`src/rtl/spi_shift_pkg.sv`:
```
package spi_shift_pkg;
  localparam int WORD_W   = 32;
  localparam int ADDR_W   = 8;
  localparam int CNT_W    = 7;
  localparam int NUM_CS   = 3;
  localparam int DIV_W    = 6;

  localparam logic [ADDR_W-1:0] OFS_ENABLE = 8'h00;
  localparam logic [ADDR_W-1:0] OFS_CTRL   = 8'h04;
  localparam logic [ADDR_W-1:0] OFS_PINS   = 8'h08;
  localparam logic [ADDR_W-1:0] OFS_TXD    = 8'h10;
  localparam logic [ADDR_W-1:0] OFS_CMD    = 8'h14;
  localparam logic [ADDR_W-1:0] OFS_RXD    = 8'h18;

  localparam int CMD_START_BIT = 31;
  localparam int CMD_CS_LSB    = 28;
  localparam int CMD_TERM_BIT  = 26;

  localparam logic [WORD_W-1:0] PINS_RESET = 32'h0007_0000;
  localparam int PIN_MOSI_BIT = 0;
  localparam int PIN_SCK_BIT  = 8;
  localparam int PIN_CS_LSB   = 16;

  typedef struct packed {
    logic load;    // begin a counted shift
    logic skip;    // accepted command that moves no bits
    logic rise;    // SCK rising: sample input
    logic fall;    // SCK falling: advance output
    logic finish;  // last falling edge of the shift
  } shiftStrobes_t;

  function automatic logic [CNT_W-1:0] clampCount(input logic [CNT_W-1:0] raw);
    return (raw > CNT_W'(WORD_W)) ? CNT_W'(WORD_W) : raw;
  endfunction
endpackage

```
`src/rtl/spi_shift_ctrl.sv`:
```
module spi_shift_ctrl
  import spi_shift_pkg::*;
#(
  parameter int DIVW = DIV_W,
  parameter int CNTW = CNT_W
) (
  input  logic            clk,
  input  logic            rstN,
  input  logic            enable,
  input  logic [DIVW-1:0] divider,
  input  logic            cmdWrite,
  input  logic [CNTW-1:0] cmdCount,
  input  logic            cmdHasCs,
  output shiftStrobes_t   strobe,
  output logic            busy,
  output logic            sckHigh
);
  logic [DIVW-1:0] divCnt;
  logic [CNTW-1:0] bitsLeft;
  logic            accept, startShift, halfDone;

  assign accept     = cmdWrite && enable && !busy;
  assign startShift = accept && (cmdCount != '0) && cmdHasCs;
  assign halfDone   = busy && (divCnt == divider);

  always_comb begin
    strobe        = '0;
    strobe.load   = startShift;
    strobe.skip   = accept && !startShift;
    strobe.rise   = halfDone && !sckHigh;
    strobe.fall   = halfDone && sckHigh;
    strobe.finish = halfDone && sckHigh && (bitsLeft == CNTW'(1));
  end

  always_ff @(posedge clk or negedge rstN) begin
    if (!rstN) begin
      busy     <= 1'b0;
      sckHigh  <= 1'b0;
      divCnt   <= '0;
      bitsLeft <= '0;
    end else if (startShift) begin
      busy     <= 1'b1;
      sckHigh  <= 1'b0;
      divCnt   <= '0;
      bitsLeft <= clampCount(cmdCount);
    end else if (busy) begin
      if (halfDone) begin
        divCnt  <= '0;
        sckHigh <= !sckHigh;
        if (sckHigh) begin
          bitsLeft <= bitsLeft - CNTW'(1);
          if (bitsLeft == CNTW'(1)) busy <= 1'b0;
        end
      end else begin
        divCnt <= divCnt + DIVW'(1);
      end
    end
  end

  // a command seen while disabled never starts a shift
  a_r2_no_start_disabled: assert property (@(posedge clk) disable iff (!rstN)
    (cmdWrite && !enable && !busy) |=> !busy);

  // the remaining bit count never exceeds one word
  a_r4_count_bounded: assert property (@(posedge clk) disable iff (!rstN)
    bitsLeft <= CNTW'(WORD_W));

  // the divider counter never passes the divider while shifting
  a_r3_half_period: assert property (@(posedge clk) disable iff (!rstN)
    busy && $past(busy) && !$past(halfDone) |-> divCnt == $past(divCnt) + DIVW'(1));
endmodule

```
`src/rtl/spi_shift_dp.sv`:
```
module spi_shift_dp
  import spi_shift_pkg::*;
#(
  parameter int NCS  = NUM_CS,
  parameter int DIVW = DIV_W,
  parameter int CNTW = CNT_W
) (
  input  logic              clk,
  input  logic              rstN,
  input  logic              busWrEn,
  input  logic [ADDR_W-1:0] busAddr,
  input  logic [WORD_W-1:0] busWrData,
  output logic [WORD_W-1:0] busRdData,
  input  shiftStrobes_t     strobe,
  input  logic              busy,
  input  logic              sckHigh,
  output logic              enable,
  output logic [DIVW-1:0]   divider,
  output logic              cmdWrite,
  output logic [CNTW-1:0]   cmdCount,
  output logic              cmdHasCs,
  output logic              spiSck,
  output logic              spiMosi,
  input  logic              spiMiso,
  output logic [NCS-1:0]    spiCsN
);
  localparam int SHW = $clog2(WORD_W) + 1;

  logic [WORD_W-1:0] pinReg, txReg, rxReg, txShift, rxShift;
  logic [NCS-1:0]    csSel, csPick;
  logic              termReg, csHeld, cmdTerm;
  logic [NCS-1:0]    cmdCs;
  logic [SHW-1:0]    alignAmt;

  assign cmdWrite = busWrEn && (busAddr == OFS_CMD) && busWrData[CMD_START_BIT];
  assign cmdCs    = busWrData[CMD_CS_LSB +: NCS];
  assign cmdTerm  = busWrData[CMD_TERM_BIT];
  assign cmdCount = busWrData[CNTW-1:0];
  assign cmdHasCs = |cmdCs;
  assign csHeld   = |csSel;
  assign alignAmt = SHW'(WORD_W) - SHW'(clampCount(cmdCount));

  // lowest-numbered requested select wins
  always_comb begin
    csPick = '0;
    for (int i = NCS - 1; i >= 0; i--) begin
      if (cmdCs[i]) csPick = '0;
      if (cmdCs[i]) csPick[i] = 1'b1;
    end
  end

  always_ff @(posedge clk or negedge rstN) begin
    if (!rstN) begin
      enable  <= 1'b0;
      divider <= '0;
      pinReg  <= PINS_RESET;
      txReg   <= '0;
    end else if (busWrEn) begin
      if (busAddr == OFS_ENABLE)          enable  <= busWrData[0];
      if (busAddr == OFS_PINS)            pinReg  <= busWrData;
      if (busAddr == OFS_CTRL && !busy)   divider <= busWrData[DIVW-1:0];
      if (busAddr == OFS_TXD  && !busy)   txReg   <= busWrData;
    end
  end

  always_ff @(posedge clk or negedge rstN) begin
    if (!rstN) begin
      txShift <= '0;
      rxShift <= '0;
      rxReg   <= '0;
      csSel   <= '0;
      termReg <= 1'b0;
    end else begin
      if (strobe.load) begin
        txShift <= txReg << alignAmt;
        rxShift <= '0;
        csSel   <= csPick;
        termReg <= cmdTerm;
      end
      if (strobe.skip && cmdTerm) begin
        csSel   <= '0;
        termReg <= 1'b1;
      end
      if (strobe.rise) rxShift <= {rxShift[WORD_W-2:0], spiMiso};
      if (strobe.fall) txShift <= {txShift[WORD_W-2:0], 1'b0};
      if (strobe.finish) begin
        rxReg <= rxShift;
        if (termReg) csSel <= '0;
      end
    end
  end

  // pin drive: shifter owns the pins during a shift or a held select
  generate
    for (genvar c = 0; c < NCS; c++) begin : g_cs
      assign spiCsN[c] = csHeld ? !csSel[c] : pinReg[PIN_CS_LSB + c];
    end
  endgenerate
  assign spiSck  = busy ? sckHigh     : (csHeld ? 1'b0 : pinReg[PIN_SCK_BIT]);
  assign spiMosi = busy ? txShift[WORD_W-1] : (csHeld ? 1'b0 : pinReg[PIN_MOSI_BIT]);

  always_comb begin
    busRdData = '0;
    case (busAddr)
      OFS_ENABLE: busRdData[0] = enable;
      OFS_CTRL:   busRdData[DIVW-1:0] = divider;
      OFS_PINS:   busRdData = pinReg;
      OFS_TXD:    busRdData = txReg;
      OFS_CMD: begin
        busRdData[CMD_START_BIT]         = busy;
        busRdData[CMD_CS_LSB +: NCS]     = csSel;
        busRdData[CMD_TERM_BIT]          = termReg;
      end
      OFS_RXD:    busRdData = rxReg;
      default:    busRdData = '0;
    endcase
  end

  // at most one chip select low during a shift
  a_r9_single_cs: assert property (@(posedge clk) disable iff (!rstN)
    busy |-> $onehot0(~spiCsN));

  // MOSI does not move while SCK is high within a shift
  a_r5_mosi_steady_high: assert property (@(posedge clk) disable iff (!rstN)
    (busy && $past(busy) && spiSck && $past(spiSck)) |-> $stable(spiMosi));

  // captured data stays put while a shift runs
  a_r6_rx_hold: assert property (@(posedge clk) disable iff (!rstN)
    (busy && $past(busy)) |-> $stable(rxReg));

  // the transmit word is frozen during a shift
  a_r10_tx_frozen: assert property (@(posedge clk) disable iff (!rstN)
    (busy && $past(busy)) |-> $stable(txReg) && $stable(divider));

  // a held select keeps SCK low between commands
  a_r7_held_idle_low: assert property (@(posedge clk) disable iff (!rstN)
    (csHeld && !busy) |-> !spiSck);
endmodule

```
`src/rtl/spi_shift_top.sv`:
```
module spi_shift_top
  import spi_shift_pkg::*;
(
  input  logic               clk,
  input  logic               rstN,
  input  logic               busWrEn,
  input  logic [7:0]         busAddr,
  input  logic [31:0]        busWrData,
  output logic [31:0]        busRdData,
  output logic               spiSck,
  output logic               spiMosi,
  input  logic               spiMiso,
  output logic [2:0]         spiCsN
);
  shiftStrobes_t    strobe;
  logic             busy, sckHigh, enable, cmdWrite, cmdHasCs;
  logic [DIV_W-1:0] divider;
  logic [CNT_W-1:0] cmdCount;

  spi_shift_ctrl #(.DIVW(DIV_W), .CNTW(CNT_W)) ctrl_i (
    .clk(clk), .rstN(rstN), .enable(enable), .divider(divider),
    .cmdWrite(cmdWrite), .cmdCount(cmdCount), .cmdHasCs(cmdHasCs),
    .strobe(strobe), .busy(busy), .sckHigh(sckHigh)
  );

  spi_shift_dp #(.NCS(NUM_CS), .DIVW(DIV_W), .CNTW(CNT_W)) dp_i (
    .clk(clk), .rstN(rstN), .busWrEn(busWrEn), .busAddr(busAddr),
    .busWrData(busWrData), .busRdData(busRdData), .strobe(strobe),
    .busy(busy), .sckHigh(sckHigh), .enable(enable), .divider(divider),
    .cmdWrite(cmdWrite), .cmdCount(cmdCount), .cmdHasCs(cmdHasCs),
    .spiSck(spiSck), .spiMosi(spiMosi), .spiMiso(spiMiso), .spiCsN(spiCsN)
  );
endmodule

```
`config.mk`:
```
export PLATFORM = sky130hd
export DESIGN_NAME = spi_shift_top
export DESIGN_NICKNAME = d
export VERILOG_FILES = /design/src/rtl/spi_shift_pkg.sv /design/src/rtl/spi_shift_ctrl.sv /design/src/rtl/spi_shift_dp.sv /design/src/rtl/spi_shift_top.sv
export SDC_FILE = /design/constraint.sdc
export NUM_CORES = 1
export LEC_CHECK = 0
export CAP_MARGIN = 20
export CORE_ASPECT_RATIO = 1.5
export CORE_UTILIZATION = 45
export CTS_CLUSTER_DIAMETER = 200
export DETAILED_ROUTE_END_ITERATION = 16
export GPL_TIMING_DRIVEN = 0
export PLACE_DENSITY = 0.63
export SLEW_MARGIN = 10
export SYNTH_ARGS = -nofsm -noshare
export SYNTH_HDL_FRONTEND = slang
export SYNTH_SLANG_ARGS = --single-unit
```
`constraint.sdc`:
```
create_clock -name clk -period 2.65 [get_ports clk]
set_clock_uncertainty 0.2 [all_clocks]
set_input_delay 0.3975 -clock clk [delete_from_list [all_inputs] [get_ports clk]]
set_output_delay 0.3975 -clock clk [all_outputs]
set_load 0.02 [all_outputs]
```
* Word-level counts from Yosys, hierarchy flattened
Index checks and enable logic that the tools add are counted.
Cells by class: add/sub/neg operators 3, order comparisons 1, equal/unequal tests 7, shifts and indexed selects 1, multiplexer cells 44, reductions and logical operators 36
Operators by type and width (number):
- 32-bit two-way mux | 4
- 20-bit case mux with 3 select lines | 1
- 7-bit two-way mux | 5
- 32-bit by 6-bit left shift with 32-bit output | 1
- 8-bit by 5-bit equality test with 1-bit output (second input constant) | 3
- 1-bit two-way mux | 20
- 5-bit case mux with 4 select lines | 1
- 3-bit two-way mux | 6
- 6-bit two-way mux | 3
- 4-bit case mux with 4 select lines | 1
- 1-bit logical AND | 14
- 2-bit nonzero test | 6
- 2-bit AND reduction | 5
- 8-bit by 3-bit equality test with 1-bit output (second input constant) | 1
- 8-bit by 4-bit equality test with 1-bit output (second input constant) | 1
- 8-bit zero test | 1
- 7-bit by 1-bit equality test with 1-bit output (second input constant) | 1
- 7-bit by 6-bit > comparator with 1-bit output (second input constant) | 1
- 7-bit nonzero test | 1
- 7-bit by 1-bit subtractor with 7-bit output (second input constant) | 1
- 6-bit by 1-bit adder with 6-bit output (second input constant) | 1
- 6-bit equality test | 1
- 1-bit zero test | 6
- 3-bit OR reduction | 2
- 5 further kinds | 5
Storage, ports and cells: register bits after elaboration 186, output and inout port bits 37

* Logic depth before layout (Yosys ltp)
Gate-level depths: netlist of run 1.
depth in word-level cells 13, depth in mapped cells 15, mapped depth without buffers 9

* By module
Synthesis of run 1 repeated with hierarchy kept, for this count alone.
Unflattened totals: cell total of the unflattened synthesis 1059, area total of the unflattened synthesis 10686.5 um^2
Modules (own cells, without submodules):
- spi_shift_dp | instances 1, cells an instance 952, area an instance 9733.1 um^2, seq. area each 4282.9 um^2
- spi_shift_ctrl | instances 1, cells an instance 107, area an instance 953.4 um^2, seq. area each 375.4 um^2

* Worst setup path after synthesis of run 1
OpenSTA, ideal clock, no wires.
kind input to register, from input port busWrData[5], to register dp_i.txShift[28], data arrival time 3.430 ns, required time 2.326 ns, path slack -1.104 ns, stages on the path 13, cells stage by stage buf_2 > nor3b_2 > inv_2 > buf_2 > clkbuf_1 > ha_1 > clkbuf_1 > buf_2 > mux2i_1 > mux2i_1 > mux4_2 > nor3b_1 > a211o_1
Between the ends: cells in the longest elaborated chain, start to end 6, elaborated cells on any way between the ends 10, those cells by class add/sub: 1; order compare: 1; shift: 1; mux: 3; reduce/logical: 4
RTL lines:
- from (decl) | RTL line spi_shift_top.sv:8 | input logic [31:0] busWrData,
- 7-bit by 6-bit > comparator with 1-bit output | RTL line spi_shift_pkg.sv:33 | return (raw > CNT_W'(WORD_W)) ? CNT_W'(WORD_W) : raw;
- 7-bit two-way mux | RTL line spi_shift_pkg.sv:33
- 6-bit subtractor | RTL line spi_shift_dp.sv:41 | assign alignAmt = SHW'(WORD_W) - SHW'(clampCount(cmdCount));
- 32-bit by 6-bit left shift with 32-bit output | RTL line spi_shift_dp.sv:75 | txShift <= txReg << alignAmt;
- 32-bit two-way mux | RTL line spi_shift_dp.sv:74 | if (strobe.load) begin
- 32-bit two-way mux | RTL line spi_shift_dp.sv:85 | if (strobe.fall) txShift <= {txShift[WORD_W-2:0], 1'b0};
- to (signal assigned) | RTL line spi_shift_dp.sv:75
- to (signal assigned) | RTL line spi_shift_dp.sv:85
- to (decl) | RTL line spi_shift_dp.sv:29 | logic [WORD_W-1:0] pinReg, txReg, rxReg, txShift, rxShift;
Several ways; a longest one is shown, not always the timed one. The select of a mux whose other input is x is not followed. A chain may end at the register's enable or synchronous reset.

* Final worst setup path of run 1
from input port busWrData[0], to register dp_i.txShift[28]
Same word-level chain as after synthesis.

==> key figures, run 1 <==
Outcome
  • Outcome: finished, final reports clean

Die
  • Height of the die: 190 um
  • Num ports: 81
  • Area of the die: approximately 24000 um2
  • Row cnt: 68
  • Die X: 127 um
  • CORE AREA: 23100 um2
  • Initial core utilization: 0.461

Global route
  • Vias in the first global route: approximately 9400
  • GRT Util Overall: 0.301
  • Largest net degree at the start of global routing: ~100
  • Initial antenna violation count: 1
  • Global-route wire length before repair: 54200 um
  • GRT overflow: 0

Critical path
  • Worst-path fanout max: 6
  • Crit path max-delay cell type: mux4_2
  • Crit-path most repeated cell: buf_8
  • Critical Path RT: 2.80 ns
  • Crit path cell chain: buf_8, buf_8, nor3b_4, inv_4, ha_4, buf_16, mux2i_4, mux2i_1, mux4_2, nor3b_2, a211o_1
  • Kind of critical path: primary input to flop
  • Arr. time, crit path: 2.78 ns
  • Critical Path End Type: flop
  • Bufs and invs on worst path: 4
  • Worst Setup Start Kind: primary input
  • Top Family by Delay on Critical Path: multiplexers
  • CP peak stage delay: 0.52 ns

Logic synthesis
  • Post-synth ARST share: 1.00
  • Synth Net Count: approximately 1100
  • Register area share after synthesis: 0.439
  • Cell taking the most area after synthesis: dfrtp_1
  • Primary FF master, synth: dfrtp_1
  • Synth area leaders: dfrtp_1 43%, mux2_2 11%, nand2_1 7.9%, mux2i_1 6.4%, a22oi_1 3.5%
  • Post-synth EDFFs: 0
  • Yosys Warn Count: 0
  • Cell Area, Synth: 10600 um2
  • Syn_area_per_cell: 9.84 um2
  • Count leader, synth: nand2_1
  • Mapped Cells: 1080
  • Post-synthesis cell type count: 70
  • Post-synth top cells: 223 x nand2_1, 183 x dfrtp_1, 102 x mux2_2
  • Yosys reg bits: ~190
  • Top-area cell type share of the netlist area: 0.431

Clock network
  • Worst-skew pair later-pin latency: 0.46 ns
  • CTS Buf Count: 17
  • CTS tree: built
  • CTS Buffer Depth: 2
  • Clk sinks: roughly 190
  • Clk root buf: clkbuf_16
  • H-tree depth: 4
  • Clk pin slew, worst setup/hold paths: ~0.070 ns

Power
  • Leak Pwr: 6.02 nW
  • VDD IR max: 0.475 mV
  • Pwr/cell area: 489 nW/um2

Finish
  • Antenna diodes: 0
  • NumNets Final: 1270
  • Area delta synth->final: 27.4%
  • Final core utilization: 0.587
  • Share of layout cells above drive strength 1: 0.297

Flow run
  • Max cap viols: 0

Route
  • DR WL/cell: roughly 23 um
  • Via Count: roughly 9300
  • 1st-iter DRT viols: 678
  • WL final: 35200 um
  • Residual DRC: 0
  • Final ANT Viol Nets: 0
  • Drt pass-1 iters: 6
  • Vias per cell: 6.00

STA
  • Max_slew headroom: 0.541
  • Setup_tns: 0 ns
  • Min Tclk post-route: 2.63 ns
  • Final Hold Fails: 0
  • Final Max Tran Viols: 0
  • Worst-Margin Slew: approximately 0.69 ns
  • Final period utilization: 0.994
  • Setup violators final: 0
  • Fmax: 380 MHz

Hold path
  • HP Class: primary input to flop

Placed design
  • HPWL Detailed: 25800 um
  • GP Congestion: 0.958
  • IO Port Bufs: 74
==> repair_timing <==
item	CTS	global route
setup buffers	34	16
resized for setup	216	48
hold buffers	1	0
setup endpoints to repair	202	136
cloned	2	1
pin swaps	8	7
hold endpoints to repair	86	0
==> worst register-to-register path: stages, from the launching register on <==
cell and delay [ns]:
dfrtp_1 0.45, nand4b_1 0.26, a31o_2 0.30, or3_4 0.46, buf_4 0.22, buf_2 0.23, a31o_2 0.25
==> state kept, by name, summed over array words and instances, names as in the netlist, 3 cells and up <==
signal / cells
dp_i.rxReg: 32
dp_i.txReg: 32
dp_i.divider: 6
ctrl_i.divCnt: 6
dp_i.txShift: 32
dp_i.pinReg: 32
dp_i.rxShift: 32
ctrl_i.bitsLeft: 7
dp_i.csSel: 3
==> worst paths after layout <==
| check | startpoint | endpoint | slack (ns) | cells after the start |
|---|---|---|---|---|
| max | busWrData[0] | dp_i.txShift[28] | 0.02 | 11 |
| min | busWrData[1] | dp_i.divider[1] | 0.05 | 2 |
| max reg2reg | ctrl_i.busy | ctrl_i.bitsLeft[5] | 0.17 | 6 |
| min reg2reg | dp_i.rxShift[31] | dp_i.rxReg[31] | 0.27 | 2 |
| max in group asynchronous | rstN | dp_i.pinReg[17] | 0.96 | 3 |
| min in group asynchronous | rstN | ctrl_i.bitsLeft[1] | 0.33 | 2 |
==> cells in the final DEF, fill, tap and decap left out, types with 8 or more instances in the layout <==
cell type	netlist	final
nand2_1	223	221
dfrtp_1	183	183
mux2_2	102	101
o21ai_0	72	62
buf_4	1	57
nor2_1	55	50
a22oi_1	50	48
mux2i_1	68	46
clkdlybuf4s50_1	0	31
clkbuf_2	0	23
buf_2	30	22
clkbuf_16	0	19
a21oi_1	18	18
clkbuf_1	45	16
nor3_1	20	15
mux2i_4	0	15
nand3_1	16	14
dlygate4sd2_1	0	14
buf_6	4	13
mux4_2	13	13
o211ai_1	13	13
o21ai_1	1	11
inv_1	10	9
xor2_1	8	8
clkdlybuf4s15_2	0	8
==> power breakdown <==
group          leakage (nW)  switching [mW]  internal [mW]
logic                  3.37           0.504          0.425
registers              2.35          0.0855           2.89
clock network         0.297            1.19           1.52
==> per-stage QoR <==
| step | area, um2 | total power, mW | setup WS [ns] | hold WS [ns] | cells |
|---|---|---|---|---|---|
| CTS | 13300 | 6.57 | -0.111 | 0.0387 | 1536 |
| global route | 13500 | 6.80 | -0.0123 | 0.0552 | 1550 |
| floorplan | 10900 | 3.46 | -0.593 | -0.0981 | 1080 |
| global placement | 12000 | 3.78 | -6.91 | 0.250 | 1469 |
| finish | 13500 | 6.62 | 0.0158 | 0.0468 | 1550 |
| detailed placement | 12000 | 3.78 | -2.06 | 0.257 | 1470 |
==> metal layers <==
metal	up-vias	GRT usage	share of wire
met1	4642	0.334	0.38
met5	-	0	0.00031
met4	2	0.170	0.054
met2	330	0.541	0.52
met3	128	0.0501	0.045
li1	4199	-	-
==> kinds of logic (layout without fill, tap and decap cells) <==
kind of cell,count (synthesis),count (layout),synth area share
buffers and inverters,96,251,0.0417
adder cells (fa/ha/maj),4,4,0.00471
multiplexers,183,183,0.200
flip-flops,186,186,0.439
XOR/XNOR,14,14,0.0133
AND/OR/NAND/NOR,377,377,0.161
AO/OA/AOI/OAI,220,220,0.141
==> layout make-up <==
cell class              instances  area [um2]
clock buffers                  20         447
inverters                      11        47.5
clock inverters                12         163
well taps                     315         394
multi-input cells             798        6050
flip-flops and latches        186        4660
fillers                      2021        9530
plain buffers                  79         579
repair buffers                129        1190
No activity file was read; power rests on OpenSTA's default activity.
==> inputs of run 2 (changes only) <==
TNS_END_PERCENT = 30   (was unset)
==> key figures, run 2 (same netlist as run 1, synthesis figures left out) <==
Power
  • Clock network power share: 0.404 (was 0.410)
  • Sequential share of power: 0.453 (was 0.450)
  • Leak Pwr: 6.00 nW (was 6.02 nW)
  • Sw Share: 0.275 (was 0.269)
  • Gate power share: 0.143 (was 0.140)
  • Pwr/cell area: 488 nW/um2 (was 489 nW/um2)
  • Internal: 4.77 mW (was 4.84 mW)
  • VDD IR max: 0.482 mV (was 0.475 mV)
  • NetSw: 1.81 mW (was 1.78 mW)

Die
  • Die X: 127 um (unchanged)
  • CORE AREA: 23100 um2 (unchanged)
  • Area of the die: 24200 um2 (unchanged)
  • Height of the die: 190 um (unchanged)
  • Initial core utilization: 0.461 (unchanged)
  • Num ports: 81 (unchanged)
  • Row cnt: 68 (unchanged)

Critical path
  • FF-to-FF Start: ctrl_i.busy (unchanged)
  • CP peak stage delay: 0.49 ns (was 0.52 ns)
  • Top Family by Delay on Critical Path: multiplexers (unchanged)
  • Worst-path fanout max: 6 (unchanged)
  • CP endpoint: dp_i.txShift[28] (unchanged)
  • FF-to-FF setup slack: 0.12 ns (was 0.17 ns)
  • Crit path max-delay cell type: mux4_2 (unchanged)
  • Crit path cell chain: buf_12, nor3b_4, inv_4, ha_4, buf_12, mux2i_4, mux2i_1, mux4_2, nor3b_4, a211o_1 (was buf_8, buf_8, nor3b_4, inv_4, ha_4, buf_16, mux2i_4, mux2i_1, mux4_2, nor3b_2, a211o_1)
  • Critical Path End Type: flop (unchanged)
  • Worst Setup Start Kind: primary input (unchanged)
  • Reg-to-reg endpoint: ctrl_i.bitsLeft[5] (unchanged)
  • Bufs and invs on worst path: 3 (was 4)
  • Cell depth of the worst setup path: 10 (was 11)
  • R2R cell count: 6 (unchanged)
  • Arr. time, crit path: 2.82 ns (was 2.78 ns)
  • Critical Path RT: 2.79 ns (was 2.80 ns)
  • CP Launch Point: busWrData[5] (was busWrData[0])
  • Kind of critical path: primary input to flop (unchanged)

Clock network
  • CTS Buf Count: 17 (unchanged)
  • H-tree depth: 4 (unchanged)
  • CTS tree: built (unchanged)
  • Clk pin slew, worst setup/hold paths: 0.07 ns (about the same)
  • Worst-skew pair later-pin latency: 0.45 ns (was 0.46 ns)
  • Clk root buf: clkbuf_16 (unchanged)
  • Clk sinks: 186 (unchanged)
  • CTS Buffer Depth: 2 (unchanged)

Placed design
  • GP Congestion: 0.945 (was 0.958)
  • Area of placed instances: 12000 um2 (about the same)
  • HPWL Detailed: 25800 um (about the same)
  • IO Port Bufs: 74 (unchanged)

Finish
  • Share of layout cells above drive strength 1: 0.313 (was 0.297)
  • NumNets Final: 1270 (unchanged)
  • Area delta synth->final: 26.9% (was 27.4%)
  • Final instance area: 13500 um2 (about the same)
  • Most frequent cells in the layout: 221 x nand2_1, 183 x dfrtp_1, 99 x mux2_2, 65 x o21ai_0, 56 x buf_4 (was 221 x nand2_1, 183 x dfrtp_1, 101 x mux2_2, 62 x o21ai_0, 57 x buf_4)
  • Most common cell after layout, fill and taps aside: nand2_1 (unchanged)
  • Antenna diodes: 0 (unchanged)

Hold path
  • HP Class: primary input to flop (unchanged)

STA
  • Hold WS: 0.0296 ns (was 0.0468 ns)
  • Max_slew headroom: 0.473 (was 0.541)
  • Worst-Margin Slew: 0.790 ns (was 0.689 ns)
  • Final WS setup: -0.0265 ns (was 0.0158 ns)
  • Final period utilization: 1.01 (was 0.994)
  • Final Max Tran Viols: 0 (unchanged)
  • Setup violators final: 2 (was 0)
  • Final Hold Fails: 0 (unchanged)
  • RSZ-0062 raised after global routing: true
  • Fmax: 374 MHz (was 380 MHz)
  • Min Tclk post-route: 2.68 ns (was 2.63 ns)

Global route
  • Initial antenna violation count: 0 (was 1)
  • Largest net degree at the start of global routing: 109 (was 101)
  • Vias in the first global route: 9462 (was 9369)
  • Global-route wire length before repair: 54200 um (about the same)
  • GRT Util Overall: 0.300 (was 0.301)
  • GRT overflow: 0 (unchanged)

Route
  • Drt pass-1 iters: 5 (was 6)
  • Vias per cell: 6.00 (about the same)
  • Via Count: 9294 (was 9301)
  • Final ANT Viol Nets: 0 (unchanged)
  • WL final: 35400 um (was 35200 um)
  • Residual DRC: 0 (unchanged)
  • 1st-iter DRT viols: 655 (was 678)
  • DR WL/cell: 22.8 um (was 22.7 um)

Outcome
  • Outcome: finished with violations (was finished, final reports clean)
  • Violated checks: setup timing

Flow run
  • Max cap viols: 0 (unchanged)
[run 2: cell types whose count changed in the layout (fill, tap and decap cells not counted), moves of 3 or more]
cell	previous run	this run
inv_8	1	4
clkdlybuf4s15_1	4	1
o21ai_0	62	65
clkbuf_2	23	32
buf_12	3	8
clkdlybuf4s15_2	8	0
mux2i_2	7	10
o21ai_1	11	7
buf_2	22	29
nor2_1	50	47
dlygate4sd2_1	14	8
[run 2: cell type report]
type / instances / area (um2)
fill: 1992 / 9580
multi-input combinational: 798 / 6080
sequential: 186 / 4660
timing repair buffer: 130 / 1130
buffer: 78 / 568
clock buffer: 18 / 439
tap: 315 / 394
clock inverter: 14 / 160
inverter: 11 / 47.5
[run 2: worst min-delay path by stage]
| stage | startpoint | endpoint | slack (ns) | cells past startpoint |
|---|---|---|---|---|
| 4_1_cts | busWrData[1] | dp_i.divider[1] | 0.04 | 2 |
| 3_3_place_gp | dp_i.rxShift[31] | dp_i.rxReg[31] | 0.25 | 2 |
| 6_report | busWrData[5] | dp_i.txReg[5] | 0.03 | 2 |
| 5_1_grt | busWrData[5] | dp_i.txReg[5] | 0.02 | 2 |
| 3_5_place_dp | rstN | ctrl_i.divCnt[2] | 0.23 | 1 |
| 2_1_floorplan | rstN | ctrl_i.bitsLeft[0] | -0.1 | 0 |
[run 2: metal layers]
layer | track usage | part of all wire | vias to the layer above
met1 | 0.341 | 0.38 | 4643
met4 | 0.162 | 0.054 | 0
li1 | - | - | 4194
met5 | 0 | 0 | -
met3 | 0.0425 | 0.044 | 124
met2 | 0.540 | 0.52 | 333
[run 2: repair_timing]
action / in CTS / in global routing
gates resized for setup: 229 / 78
pin swaps: 16 / 6
buffers inserted: 40 / 12
cloned: 2 / 1
endpoints found under the hold margin: 78 / 0
endpoints found under the setup margin: 207 / 118
hold buffers: 1 / 0
[run 2: power by group through the flow]
stage | clock [mW] | sequential (mW) | combinational (mW)
2_1_floorplan | 0 | 2.99 | 0.465
3_3_place_gp | 0 | 3.02 | 0.744
3_5_place_dp | 0 | 3.02 | 0.751
4_1_cts | 2.69 | 2.97 | 0.883
5_1_grt | 2.79 | 2.98 | 0.988
6_report | 2.65 | 2.98 | 0.941
[run 2: per-stage QoR]
step	std cells	TNS, ns	power [mW]	setup slack, ns	util
after global placement	1469	-1420.64	3.77	-6.88	0.518
final	1550	-0.0471	6.57	-0.0265	0.585
after global routing	1550	-0.142	6.76	-0.0444	0.585
after CTS	1542	-0.250	6.54	-0.113	0.580
after floorplan	1080	-12.00	3.45	-0.593	-
after detailed placement	1470	-162.70	3.77	-2.00	0.520
